**src/rtl/dram_mux_pkg.sv**
```systemverilog
package dram_mux_pkg;
  typedef enum logic [2:0] {
    ST_IDLE,
    ST_ROW,
    ST_COL,
    ST_PRE,
    ST_REF
  } seq_state_e;
endpackage

```
**src/rtl/dram_ref_timer.sv**
```systemverilog
module dram_ref_timer #(
  parameter int unsigned INTERVAL = 780,
  parameter int unsigned ROW_W    = 11
) (
  input  logic             clk_i,
  input  logic             rst_ni,
  input  logic             ack_i,
  input  logic             done_i,
  output logic             pend_o,
  output logic [ROW_W-1:0] row_o
);
  localparam int unsigned CNT_W = (INTERVAL > 1) ? $clog2(INTERVAL) : 1;
  localparam logic [CNT_W-1:0] CNT_MAX = CNT_W'(INTERVAL - 1);

  logic [CNT_W-1:0] cnt_q;
  logic             tick;

  assign tick = (cnt_q == CNT_MAX);

  always_ff @(posedge clk_i or negedge rst_ni) begin
    if (!rst_ni) begin
      cnt_q  <= '0;
      pend_o <= 1'b0;
      row_o  <= '0;
    end else begin
      cnt_q <= tick ? '0 : cnt_q + CNT_W'(1);
      // a new tick wins over a same-cycle acknowledge
      if (tick)       pend_o <= 1'b1;
      else if (ack_i) pend_o <= 1'b0;
      if (done_i)     row_o  <= row_o + ROW_W'(1);
    end
  end
endmodule

```
**src/rtl/dram_burst_col.sv**
```systemverilog
module dram_burst_col #(
  parameter int unsigned COL_W = 11,
  parameter int unsigned LEN_W = 3
) (
  input  logic             clk_i,
  input  logic             rst_ni,
  input  logic             load_i,
  input  logic [COL_W-1:0] col_i,
  input  logic [LEN_W-1:0] len_i,
  input  logic             step_i,
  output logic [COL_W-1:0] col_o,
  output logic             last_o
);
  logic [LEN_W-1:0] left_q;

  assign last_o = (left_q == '0);

  always_ff @(posedge clk_i or negedge rst_ni) begin
    if (!rst_ni) begin
      col_o  <= '0;
      left_q <= '0;
    end else if (load_i) begin
      col_o  <= col_i;
      left_q <= len_i;
    end else if (step_i) begin
      col_o  <= col_o + COL_W'(1);  // wraps inside the open row
      left_q <= left_q - LEN_W'(1);
    end
  end
endmodule

```
**src/rtl/dram_seq_fsm.sv**
```systemverilog
module dram_seq_fsm
  import dram_mux_pkg::*;
#(
  parameter int unsigned T_RCD = 2,
  parameter int unsigned T_RP  = 2
) (
  input  logic       clk_i,
  input  logic       rst_ni,
  input  logic       req_valid_i,
  input  logic       ref_pend_i,
  input  logic       last_beat_i,
  output seq_state_e state_o,
  output logic       ready_o,
  output logic       accept_o,
  output logic       ref_ack_o,
  output logic       ref_done_o
);
  localparam int unsigned T_MAX = (T_RCD > T_RP) ? T_RCD : T_RP;
  localparam int unsigned TW    = $clog2(T_MAX + 1);
  localparam logic [TW-1:0] RCD_LD = TW'(T_RCD - 1);
  localparam logic [TW-1:0] RP_LD  = TW'(T_RP - 1);

  logic [TW-1:0] tmr_q;
  logic          tmr_zero;

  assign tmr_zero   = (tmr_q == '0);
  assign ready_o    = (state_o == ST_IDLE) && !ref_pend_i;
  assign accept_o   = ready_o && req_valid_i;
  assign ref_ack_o  = (state_o == ST_IDLE) && ref_pend_i;
  assign ref_done_o = (state_o == ST_REF) && tmr_zero;

  always_ff @(posedge clk_i or negedge rst_ni) begin
    if (!rst_ni) begin
      state_o <= ST_IDLE;
      tmr_q   <= '0;
    end else begin
      unique case (state_o)
        ST_IDLE: begin
          if (ref_pend_i) begin
            state_o <= ST_REF;
            tmr_q   <= RCD_LD;
          end else if (req_valid_i) begin
            state_o <= ST_ROW;
            tmr_q   <= RCD_LD;
          end
        end
        ST_ROW: begin
          if (tmr_zero) state_o <= ST_COL;
          else          tmr_q   <= tmr_q - TW'(1);
        end
        ST_COL: begin
          if (last_beat_i) begin
            state_o <= ST_PRE;
            tmr_q   <= RP_LD;
          end
        end
        ST_REF: begin
          if (tmr_zero) begin
            state_o <= ST_PRE;
            tmr_q   <= RP_LD;
          end else begin
            tmr_q <= tmr_q - TW'(1);
          end
        end
        ST_PRE: begin
          if (tmr_zero) state_o <= ST_IDLE;
          else          tmr_q   <= tmr_q - TW'(1);
        end
        default: state_o <= ST_IDLE;
      endcase
    end
  end
endmodule

```
**src/rtl/dram_mux_ctrl.sv**
```systemverilog
module dram_mux_ctrl
  import dram_mux_pkg::*;
#(
  parameter int unsigned ROW_W        = 11,
  parameter int unsigned COL_W        = 11,
  parameter int unsigned DQ_W         = 4,
  parameter int unsigned LEN_W        = 3,
  parameter int unsigned T_RCD        = 2,
  parameter int unsigned T_RP         = 2,
  parameter int unsigned REF_INTERVAL = 780,
  localparam int unsigned ADDR_W      = ROW_W + COL_W,
  localparam int unsigned BUS_W       = (ROW_W > COL_W) ? ROW_W : COL_W
) (
  input  logic              clk_i,
  input  logic              rst_ni,
  input  logic              req_valid_i,
  output logic              req_ready_o,
  input  logic              req_we_i,
  input  logic [ADDR_W-1:0] req_addr_i,
  input  logic [LEN_W-1:0]  req_len_i,
  input  logic [DQ_W-1:0]   wdata_i,
  output logic              wdata_ready_o,
  output logic [DQ_W-1:0]   rdata_o,
  output logic              rdata_valid_o,
  output logic [BUS_W-1:0]  mem_addr_o,
  output logic              mem_ras_no,
  output logic              mem_cas_no,
  output logic              mem_we_no,
  output logic              mem_oe_no,
  output logic [DQ_W-1:0]   mem_dq_o,
  output logic              mem_dq_oe_o,
  input  logic [DQ_W-1:0]   mem_dq_i
);
  seq_state_e       state;
  logic             accept, ref_ack, ref_done, ref_pend, last_beat;
  logic [ROW_W-1:0] row_q, ref_row;
  logic [COL_W-1:0] col_cur;
  logic             we_q;
  logic             in_col, wr_beat, rd_beat;

  dram_ref_timer #(.INTERVAL(REF_INTERVAL), .ROW_W(ROW_W)) u_ref (
    .clk_i  (clk_i),
    .rst_ni (rst_ni),
    .ack_i  (ref_ack),
    .done_i (ref_done),
    .pend_o (ref_pend),
    .row_o  (ref_row)
  );

  dram_seq_fsm #(.T_RCD(T_RCD), .T_RP(T_RP)) u_fsm (
    .clk_i       (clk_i),
    .rst_ni      (rst_ni),
    .req_valid_i (req_valid_i),
    .ref_pend_i  (ref_pend),
    .last_beat_i (last_beat),
    .state_o     (state),
    .ready_o     (req_ready_o),
    .accept_o    (accept),
    .ref_ack_o   (ref_ack),
    .ref_done_o  (ref_done)
  );

  dram_burst_col #(.COL_W(COL_W), .LEN_W(LEN_W)) u_col (
    .clk_i  (clk_i),
    .rst_ni (rst_ni),
    .load_i (accept),
    .col_i  (req_addr_i[COL_W-1:0]),
    .len_i  (req_len_i),
    .step_i (in_col),
    .col_o  (col_cur),
    .last_o (last_beat)
  );

  always_ff @(posedge clk_i or negedge rst_ni) begin
    if (!rst_ni) begin
      row_q <= '0;
      we_q  <= 1'b0;
    end else if (accept) begin
      row_q <= req_addr_i[ADDR_W-1:COL_W];
      we_q  <= req_we_i;
    end
  end

  assign in_col  = (state == ST_COL);
  assign wr_beat = in_col && we_q;
  assign rd_beat = in_col && !we_q;

  always_comb begin
    unique case (state)
      ST_ROW:  mem_addr_o = BUS_W'(row_q);
      ST_REF:  mem_addr_o = BUS_W'(ref_row);
      ST_COL:  mem_addr_o = BUS_W'(col_cur);
      default: mem_addr_o = '0;
    endcase
  end

  assign mem_ras_no    = !((state == ST_ROW) || (state == ST_COL) || (state == ST_REF));
  assign mem_cas_no    = !in_col;
  assign mem_we_no     = !wr_beat;
  assign mem_oe_no     = !rd_beat;
  assign mem_dq_o      = wdata_i;
  assign mem_dq_oe_o   = wr_beat;
  assign wdata_ready_o = wr_beat;

  always_ff @(posedge clk_i or negedge rst_ni) begin
    if (!rst_ni) begin
      rdata_o       <= '0;
      rdata_valid_o <= 1'b0;
    end else begin
      rdata_valid_o <= rd_beat;
      if (rd_beat) rdata_o <= mem_dq_i;
    end
  end
endmodule


```
**config.mk**
```make
export PLATFORM = sky130hd
export DESIGN_NAME = dram_mux_ctrl
export DESIGN_NICKNAME = d
export VERILOG_FILES = /design/src/rtl/dram_mux_pkg.sv /design/src/rtl/dram_ref_timer.sv /design/src/rtl/dram_burst_col.sv /design/src/rtl/dram_seq_fsm.sv /design/src/rtl/dram_mux_ctrl.sv
export SDC_FILE = /design/constraint.sdc
export NUM_CORES = 1
export LEC_CHECK = 0
export BUFFER_PORTS_ARGS = -buffer_cell sky130_fd_sc_hd__buf_2
export CORE_ASPECT_RATIO = 1.25
export CORE_UTILIZATION = 49
export CTS_CLUSTER_SIZE = 30
export DETAILED_ROUTE_END_ITERATION = 8
export PLACE_DENSITY = 0.8
export SLEW_MARGIN = 5
export SYNTH_ARGS = -nofsm -noshare
export SYNTH_HDL_FRONTEND = slang
export SYNTH_SLANG_ARGS = --single-unit
```
**constraint.sdc**
```tcl
create_clock -name clk_i -period 1.5 [get_ports clk_i]
set_input_delay 0.3 -clock clk_i [delete_from_list [all_inputs] [get_ports clk_i]]
set_output_delay 0.3 -clock clk_i [all_outputs]
set_load 0.03 [all_outputs]
```
### After elaboration in Yosys (flattened, before gate mapping)

Index checks and enable logic that the tools add are counted.

| cells by class | value |
|---|---|
| add/sub/neg operators | 5 |
| equal/unequal tests | 11 |
| mux-type cells | 21 |
| reduce and logical (&&, ||, !) cells | 23 |

Operators with widths:

| kind | count |
|---|---|
| one-hot mux 11 bit (3 select lines) | 1 |
| two-way mux 3 bit | 8 |
| adder 11 x 1 -> 11 bit, second input constant | 2 |
| two-way mux 11 bit | 2 |
| one-hot mux 3 bit (5 select lines) | 1 |
| adder 10 x 1 -> 10 bit, second input constant | 1 |
| == test 10 bit, second input constant | 1 |
| two-way mux 10 bit | 1 |
| two-way mux 2 bit | 5 |
| one-hot mux 2 bit (4 select lines) | 1 |
| == test 3 x 2 -> 1 bit, second input constant | 2 |
| logical AND 1 bit | 6 |
| zero test 1 bit | 6 |
| zero test 3 bit | 2 |
| != test 2 x 1 -> 1 bit, second input constant | 3 |
| AND reduction 5 bit | 1 |
| != test 2 bit, second input constant | 2 |
| AND reduction 4 bit | 1 |
| nonzero test 2 bit | 2 |
| nonzero test 4 bit | 1 |
| == test 3 x 1 -> 1 bit, second input constant | 1 |
| == test 3 bit, second input constant | 1 |
| != test 3 bit, second input constant | 1 |
| subtractor 3 x 1 -> 3 bit, second input constant | 1 |
| 5 further kinds | 7 |

| word-level totals | value |
|---|---|
| flip-flop bits (word level) | 58 |
| input bits | 37 |
| output and inout bits | 27 |
| word-level logic and storage cells | 71 |

### Longest topological paths before layout

Gate-level depths: netlist of run 1.

| logic depth | value |
|---|---|
| depth in word-level cells | 4 |
| gate-level depth with buffers | 7 |
| depth with buffers taken out | 7 |

### Modules after synthesis

A second synthesis of run 1 with hierarchy kept.

| unflattened totals | value |
|---|---|
| cells, all modules | 298 |
| area total of the unflattened synthesis | 3184.3 um2 |

By module, submodules not included:

| module | instances | cells each | area an instance (um2) | seq. area each (um2) |
|---|---|---|---|---|
| dram_mux_ctrl | 1 | 89 | 1043.5 | 425.4 |
| dram_ref_timer | 1 | 84 | 980.9 | 550.5 |
| dram_burst_col | 1 | 85 | 793.3 | 350.3 |
| dram_seq_fsm | 1 | 40 | 366.6 | 125.1 |

### Worst setup path before layout of run 1

Ideal clock, no wire load.

| path | value |
|---|---|
| path kind | register to output |
| start point | register u_fsm.state_o[0] |
| end point | output port wdata_ready_o |
| data arrival time | 1.885 ns |
| data required time | 1.200 ns |
| path slack | -0.685 ns |
| cell stages (with the launch flop) | 6 |
| buffers on the path | 2 |
| cells stage by stage | dfrtp_1 > nor3b_4 > clkbuf_1 > nand2_1 > inv_1 > buf_4 |

| on the way | value |
|---|---|
| longest elaborated chain between the ends | 2 |

Ends and longest elaborated chain:

| item | RTL line | RTL |
|---|---|---|
| from (decl) | dram_seq_fsm.sv:12 | `output seq_state_e state_o,` |
| from (signal assigned) | dram_seq_fsm.sv:34 | `state_o <= ST_IDLE;` |
| from (signal assigned) | dram_seq_fsm.sv:40 | `state_o <= ST_REF;` |
| from (signal assigned) | dram_seq_fsm.sv:43 | `state_o <= ST_ROW;` |
| == test 3 x 2 -> 1 bit | dram_mux_ctrl.sv:84 | `assign in_col = (state == ST_COL);` |
| logical AND 1 bit | dram_mux_ctrl.sv:85 | `assign wr_beat = in_col && we_q;` |
| to (decl) | dram_mux_ctrl.sv:22 | `output logic wdata_ready_o,` |

No other way between the ends.

### Worst setup path after layout of run 1

| path | value |
|---|---|
| start point | register u_fsm.state_o[0] |
| end point | output port mem_addr_o[1] |

| on the way | value |
|---|---|
| longest elaborated chain between the ends | 2 |
| elaborated cells between the ends (all ways) | 4 |
| classes of those cells | eq/ne (3); mux (1) |

Ends and longest elaborated chain:

| item | RTL line | RTL |
|---|---|---|
| == test 3 x 2 -> 1 bit (tied with other cells) | dram_mux_ctrl.sv:89 | `unique case (state)` |
| one-hot mux 11 bit (3 select lines) (*) | dram_mux_ctrl.sv:89 |  |
| to (decl) | dram_mux_ctrl.sv:25 | `output logic [BUS_W-1:0] mem_addr_o,` |

Mark *: on every way between the ends. The rest lies on a longest branch, timed or not.

==> results of run 1 <==
[sequential cells by signal, indices dropped and copies added (netlist names)]
register,count
rdata_o,4
rdata_valid_o,1
row_q,11
u_col.col_o,11
u_col.left_q,3
u_fsm.state_o,3
u_fsm.tmr_q,2
u_ref.cnt_q,10
u_ref.pend_o,1
u_ref.row_o,11
we_q,1
[stage by stage]
stage               power [W]  cells
floorplan             0.00499    318
global placement      0.00600    475
detailed placement    0.00612    475
CTS                   0.00870    509
global route          0.00956    512
finish                0.00917    512
[layer usage]
layer / vias to the layer above / routed length (um) / global-route usage [%]
li1: 1303 / - / -
met1: 1424 / 3490 / 31.4
met2: 197 / 5010 / 49.6
met3: 67 / 754 / 5.41
met4: 0 / 639 / 17.5
met5: - / 0 / 0
[cell usage after synthesis (2+ instances only)]
library cell | number | area (um^2)
ha_1 | 8 | 100
nand2_1 | 71 | 267
inv_1 | 11 | 41.3
a221o_1 | 2 | 20.0
nor4_2 | 2 | 25.0
mux2_2 | 2 | 22.5
o311ai_1 | 2 | 17.5
dfrtp_1 | 58 | 1450
nor2_1 | 17 | 63.8
a211oi_1 | 2 | 15.0
a31oi_1 | 2 | 12.5
nor2b_1 | 4 | 25.0
a21oi_1 | 7 | 35.0
buf_4 | 5 | 37.5
o22ai_1 | 4 | 25.0
a22oi_1 | 13 | 97.6
and3_1 | 6 | 37.5
mux2i_1 | 2 | 20.0
buf_2 | 10 | 50.1
xor2_1 | 8 | 70.1
and4_1 | 3 | 26.3
nand3_1 | 6 | 30.0
nor3_1 | 4 | 20.0
clkbuf_1 | 4 | 15.0
o21ai_1 | 3 | 15.0
nand4_1 | 7 | 43.8
o21ai_0 | 16 | 80.1
o31ai_1 | 2 | 15.0
and2_1 | 4 | 25.0
mux2_1 | 4 | 45.0
xnor2_1 | 15 | 131
[worst register-to-register path: stages (launching register included)]
cell and delay [ns]:
dfrtp_2 0.48, nor3b_4 0.25, buf_4 0.18, inv_6 0.05, nor2_4 0.11, buf_4 0.12
buf_4 0.09, buf_4 0.12, mux2_1 0.39
[kinds of logic (layout without fill, tap and decap cells)]
group,count (synthesis),after routing,synth area share (%)
XOR/XNOR,23,23,6.71
AND/OR/NAND/NOR,132,133,21.5
flip-flops,58,58,48.3
AO/OA/AOI/OAI,57,57,12.2
buffers and inverters,32,143,5.08
multiplexers,8,8,2.92
adder cells (fa/ha/maj),8,8,3.33
[final cells by class]
cell class                 count  area (um^2)  area share (%)
tap                           82          103            2.27
clock inverter                 4         72.6            1.61
timing repair buffer         115          950            21.0
inverter                      12         62.6            1.39
sequential                    58         1460            32.2
multi-input combinational    229         1710            37.8
clock buffer                  12          165            3.66
[how the worst max path moves through the flow]
stage	endpoint	cells past startpoint
CTS	mem_addr_o[1]	6
floorplan	u_col.left_q[1]	3
finish	mem_addr_o[1]	6
detailed placement	u_col.col_o[6]	6
global route	mem_addr_o[5]	6
global placement	u_col.col_o[6]	6
[power groups by stage]
stage,logic [W],registers [W],clock network (W)
finish,0.00494,0.00249,0.00174
global route,0.00519,0.00254,0.00183
floorplan,0.00248,0.00250,0
global placement,0.00357,0.00243,0
detailed placement,0.00367,0.00245,0
CTS,0.00455,0.00244,0.00171
[timing repair]
item | in CTS | in global routing
pin swaps | 11 | 9
hold buffers | 1 | 0
gates cloned | 1 | 1
buffers inserted | 16 | 3
hold endpoints to repair | 14 | 0
endpoints found under the setup margin | 61 | 66
resized for setup | 65 | 24
==> flow_metrics.tcl, run 1 <==
set metrics [dict create \
    worst-path-buf-inv 3 \
    worst_pin_slew_ns 0.468 \
    ys_warn_count 0 \
    crit_family "buffers and inverters" \
    antenna_found_initial 0 \
    synth_fp_nets 363 \
    dieArea_um2 6450 \
    crit_arrival_ns 1.71 \
    dpl.hpwl_mm 5.30 \
    min-delay-start "req_addr_i[13]" \
    seqPwrFrac_pct 27.2 \
    syn_area_per_cell_um2 9.44 \
    ys_seq_elements 58 \
    power.share.clock_pct 18.9 \
    finalMaxSlewViolations 0 \
    cts-root-buf "clkbuf_8" \
    dpl_cell_area_um2 3770 \
    post-place-ws_ns -0.216 \
    die_w_um 72.0 \
    initial_utilization_pct 51.3 \
    period_share_pct 134 \
    fin_crit_ns 2.01 \
    ys_seq_area_share_pct 48.3 \
    critPathRequiredTime_ns 1.20 \
    h-tree-depth 3 \
    cap_violations 0 \
    start_kind "register" \
    clock_latency_ns 0.35 \
    drt_wl_total_mm 9.90 \
    regToRegSetupSlack_ns -0.43 \
    hold_end "row_q[2]" \
    power.switching_w 0.00385 \
    numCtsBuffers 9 \
    num-fill-cells 331 \
    rows 31 \
    violations "negative setup slack" \
    layout-drive-gt1-share_pct 44.9 \
    grt_overflow 0 \
    fin_util_pct 77.1 \
    first_global_vias 2852 \
    fin_area_um2 4520 \
    coreArea_um2 5860 \
    finalSetupViolations 60 \
    most-common-layout-cells "64 x nand2_1, 55 x dfrtp_1, 49 x buf_4, 38 x buf_2, 17 x buf_6" \
    p_int_w 0.00532 \
    p_leak_nw 2.12 \
    drt_iter0_drc 224 \
    rsz0062_at_grt "true" \
    cts_max_path_buffers 2 \
    fmax_mhz 497 \
    critPathKind "reg -> out" \
    die_h_um 89.5 \
    cts_tree "built" \
    startpoint "u_fsm.state_o[0]" \
    switching_share_pct 42.0 \
    syn-instance-count 318 \
    synthFlopType "dfrtp_1" \
    drtPass1Iterations 5 \
    crit_path_max_incr_delay_ns 0.45 \
    min_path_cells 3 \
    crit_chain "buf_6 > nor2b_4 > clkbuf_16 > a22oi_2 > o21ai_2 > buf_6" \
    syn-cell-area_um2 3000 \
    final_common_cell "nand2_1" \
    area_growth_pct 50.4 \
    finalNetCount 470 \
    synth_cell_types 45 \
    tns_ns -17.26 \
    grt_pass1_wl_mm 13.5 \
    path_max_fanout 6 \
    crit_path_end_kind "output port" \
    cellPowerDensity_nw_per_um2 2030 \
    setup_ws_ns -0.513 \
    min_path_type "in -> reg" \
    grt_max_degree 25 \
    skew_ns 0.0125 \
    slew_headroom_pct 68.8 \
    port_buffers 55 \
    route.detailed.drc 0 \
    async_flop_share_pct 100 \
    cp_common_cell "buf_6" \
    status "finished, violations left" \
    num_vias 2991 \
    routed_via_density 5.84 \
    worstRegToRegCells 8 \
    comb_power_share_pct 53.9 \
    r2r_end "rdata_o[1]" \
    antenna_left 0 \
    n_antenna_cell 0 \
    vdd_drop_max_mv 1.10 \
    clk_pin_slew_ns 0.07 \
    place_congestion 0.874 \
    r2r_start "u_fsm.state_o[2]" \
    fin_hold_ws_ns 0.139 \
    cts_sinks 58 \
    io_pins 64 \
    hold_viol 0 \
    synth_edf_count 0 \
    slowest_stage "dfrtp_2" \
    grt.total_usage_pct 28.1 \
    wl_per_cell_um 19.3 \
]
No activity file was read; power rests on OpenSTA's default activity.
==> run 2: changes to the inputs <==
--- a/config.mk
+++ b/config.mk
@@ -7,5 +7,6 @@
 export LEC_CHECK = 0
+export ABC_AREA = 1
 export BUFFER_PORTS_ARGS = -buffer_cell sky130_fd_sc_hd__buf_2
 export CORE_ASPECT_RATIO = 1.25
-export CORE_UTILIZATION = 49
+export CORE_UTILIZATION = 50
 export CTS_CLUSTER_SIZE = 30
==> constraint.sdc (replaced) <==
create_clock -name clk_i -period 1.5 [get_ports clk_i]
set_input_delay 0 -clock clk_i [delete_from_list [all_inputs] [get_ports clk_i]]
set_output_delay 0 -clock clk_i [all_outputs]
set_load 0.03 [all_outputs]
==> flow_metrics.tcl, run 2 <==
set metrics [dict create \
    cts_tree "built" \
    layout-drive-gt1-share_pct 23.8 \
    placed_cells 563 \
    grt.total_usage_pct 28.3 \
    route.detailed.drc 0 \
    coreArea_um2 6210 \
    slew_headroom_pct 72.1 \
    status "finished, violations left" \
    dieArea_um2 6770 \
    die_h_um 91.7 \
    clock_latency_ns 0.35 \
    rows 32 \
    p_leak_nw 2.21 \
    power.share.clock_pct 20.8 \
    fmax_mhz 625 \
    met2WireLength_mm 4.63 \
    grt_overflow 0 \
    yosys.area.top_type_share_pct 45.1 \
    ys_seq_area_share_pct 45.1 \
    drt_wl_total_mm 9.37 \
    rsz0062_at_grt "true" \
    synth_common_cells "153 x nand2_1, 58 x dfrtp_1, 53 x inv_1" \
    async_flop_share_pct 100 \
    finalMaxSlewViolations 0 \
    synth_cell_types 28 \
    skew_ns 0.0101 \
    path_max_fanout 6 \
    seqPwrFrac_pct 28.8 \
    initial_utilization_pct 51.9 \
    totalPowerFinal_w 0.00828 \
    antenna_left 0 \
    hold_viol 0 \
    dr_wl_met3_um 584 \
    min_path_cells 0 \
    syn-instance-count 425 \
    grt_max_degree 59 \
    place_congestion 0.848 \
    ys_seq_elements 58 \
    finalSetupViolations 21 \
    most-common-layout-cells "152 x nand2_1, 57 x dfrtp_1, 49 x inv_1, 39 x buf_2, 32 x nor2_1" \
    cellPowerDensity_nw_per_um2 1840 \
    synthFlopType "dfrtp_1" \
    fin_hold_ws_ns 0.0000132 \
    violations "negative setup slack" \
    critPathKind "reg -> out" \
    cts_sinks 58 \
    wl_met1_mm 3.70 \
    numCtsBuffers 9 \
    comb_power_share_pct 50.4 \
    switching_share_pct 43.6 \
    synth_most_common_cell "nand2_1" \
    top_regs "row_q (11), u_col.col_o (11), u_ref.row_o (11)" \
    num-fill-cells 411 \
    finalNetCount 574 \
    dpl.hpwl_mm 5.24 \
    power.switching_w 0.00361 \
    worst_pin_slew_ns 0.418 \
    fin_crit_ns 1.60 \
    cts-root-buf "clkbuf_8" \
    crit_path_end_kind "output port" \
    start_kind "register" \
    drt_iter0_drc 230 \
    ys_warn_count 0 \
    n_antenna_cell 0 \
    synth_fp_nets 470 \
    stdcell_count 619 \
    synth_edf_count 0 \
    crit_arrival_ns 1.60 \
    synth_area_leaders "dfrtp_1 45%, nand2_1 18%, inv_1 6.2%, nor2_1 4.2%, nand3_1 3.9%" \
    antenna_found_initial 0 \
    period_share_pct 107 \
    final_common_cell "nand2_1" \
    vdd_drop_max_mv 1.17 \
    wl_per_cell_um 15.1 \
    die_w_um 73.8 \
    h-tree-depth 3 \
    routed_via_density 5.50 \
    setup_ws_ns -0.100 \
    p_int_w 0.00467 \
    drtPass1Iterations 5 \
    worstRegToRegCells 7 \
    syn-cell-area_um2 3220 \
    synth_area_leader_cell "dfrtp_1" \
    clk_pin_slew_ns 0.07 \
    min_path_type "in -> out" \
    syn_area_per_cell_um2 7.57 \
    cts_max_path_buffers 2 \
    maxUsedRoutingLayer "met4" \
    area_growth_pct 39.9 \
    cap_violations 0 \
    critPathRequiredTime_ns 1.50 \
    port_buffers 55 \
    first_global_vias 3209 \
    io_pins 64 \
    grt_pass1_wl_mm 14.5 \
    fin_util_pct 72.6 \
    num_vias 3404 \
]
run 2: cell count changes in the layout (fill, tap and decap cells not counted), sizes merged, moves of 9 or more:
| cell | before | now |
|---|---|---|
| buf | 113 | 76 |
| a22oi | 13 | 0 |
| nand2 | 71 | 155 |
| nand3 | 6 | 26 |
| inv | 11 | 56 |
| nor2 | 18 | 40 |
| xnor2 | 15 | 2 |
| dlygate4sd3 | 1 | 30 |
| o221ai | 0 | 9 |
run 2: repair_timing:
item / 4_1_cts / 5_1_grt
hold buffers: 30 / 0
gates resized for setup: 38 / 35
endpoints found under the setup margin: 16 / 50
pin swaps: 3 / 4
hold endpoints to repair: 87 / 0
buffers inserted: 7 / 3
run 2: cell type report:
type / instances / area, um^2 / area share [%]
multi-input combinational: 296 / 1610 / 35.8
sequential: 58 / 1450 / 32.3
timing repair buffer: 107 / 861 / 19.1
inverter: 57 / 234 / 5.20
clock buffer: 12 / 165 / 3.67
tap: 85 / 106 / 2.36
clock inverter: 4 / 72.6 / 1.61
run 2: final timing paths:
check | to | slack [ns] | start
setup / recovery | mem_addr_o[10] | -0.10 | u_fsm.state_o[0]
hold / removal | mem_dq_o[1] | 0.00001 | wdata_i[1]
setup reg to reg | u_ref.row_o[3] | -0.05 | u_fsm.state_o[0]
hold reg to reg | rdata_o[3] | 0.48 | rdata_o[3]
max in group asynchronous | u_col.col_o[5] | 1.04 | rst_ni
min in group asynchronous | u_ref.cnt_q[5] | 0.18 | rst_ni
run 2: cells by family after synthesis:
kind of cell | count (synthesis) | share of synthesized area, %
AOI/OAI and AO/OA | 40 | 7.81
buffers and inverters | 71 | 10.3
adders and majority gates | 8 | 3.11
muxes | 1 | 0.350
DFF | 58 | 45.1
and+or+nand+nor | 236 | 30.4
xor gates and xnor gates | 11 | 2.99
run 2: power by group through the flow:
stage / clock network, W / registers, W / logic [W]
floorplan: 0 / 0.00243 / 0.00226
global placement: 0 / 0.00235 / 0.00309
detailed placement: 0 / 0.00236 / 0.00317
CTS: 0.00172 / 0.00235 / 0.00367
global route: 0.00179 / 0.00244 / 0.00453
finish: 0.00172 / 0.00239 / 0.00417
run 2: metrics by stage:
step,setup TNS (ns),setup WS [ns],instance area [um^2]
2_1_floorplan,-0.0502,-0.00836,3220
3_3_place_gp,0,0.115,3590
3_5_place_dp,0,0.0538,3590
4_1_cts,-0.0935,-0.0394,4320
5_1_grt,-4.27,-0.204,4500
6_report,-0.774,-0.100,4500
run 2: routing by layer:
metal	global-route usage (%)	vias to the layer above
met5	0	-
met4	17.1	0
met3	5.27	53
met2	45.6	191
met1	34.5	1603
li1	-	1557
run 2: critical path, stage by stage, from the launching register on:
cell	delay, ns
dfrtp_1	0.41
nor2_2	0.15
nand2_2	0.13
buf_8	0.18
o221ai_2	0.21
buf_6	0.17
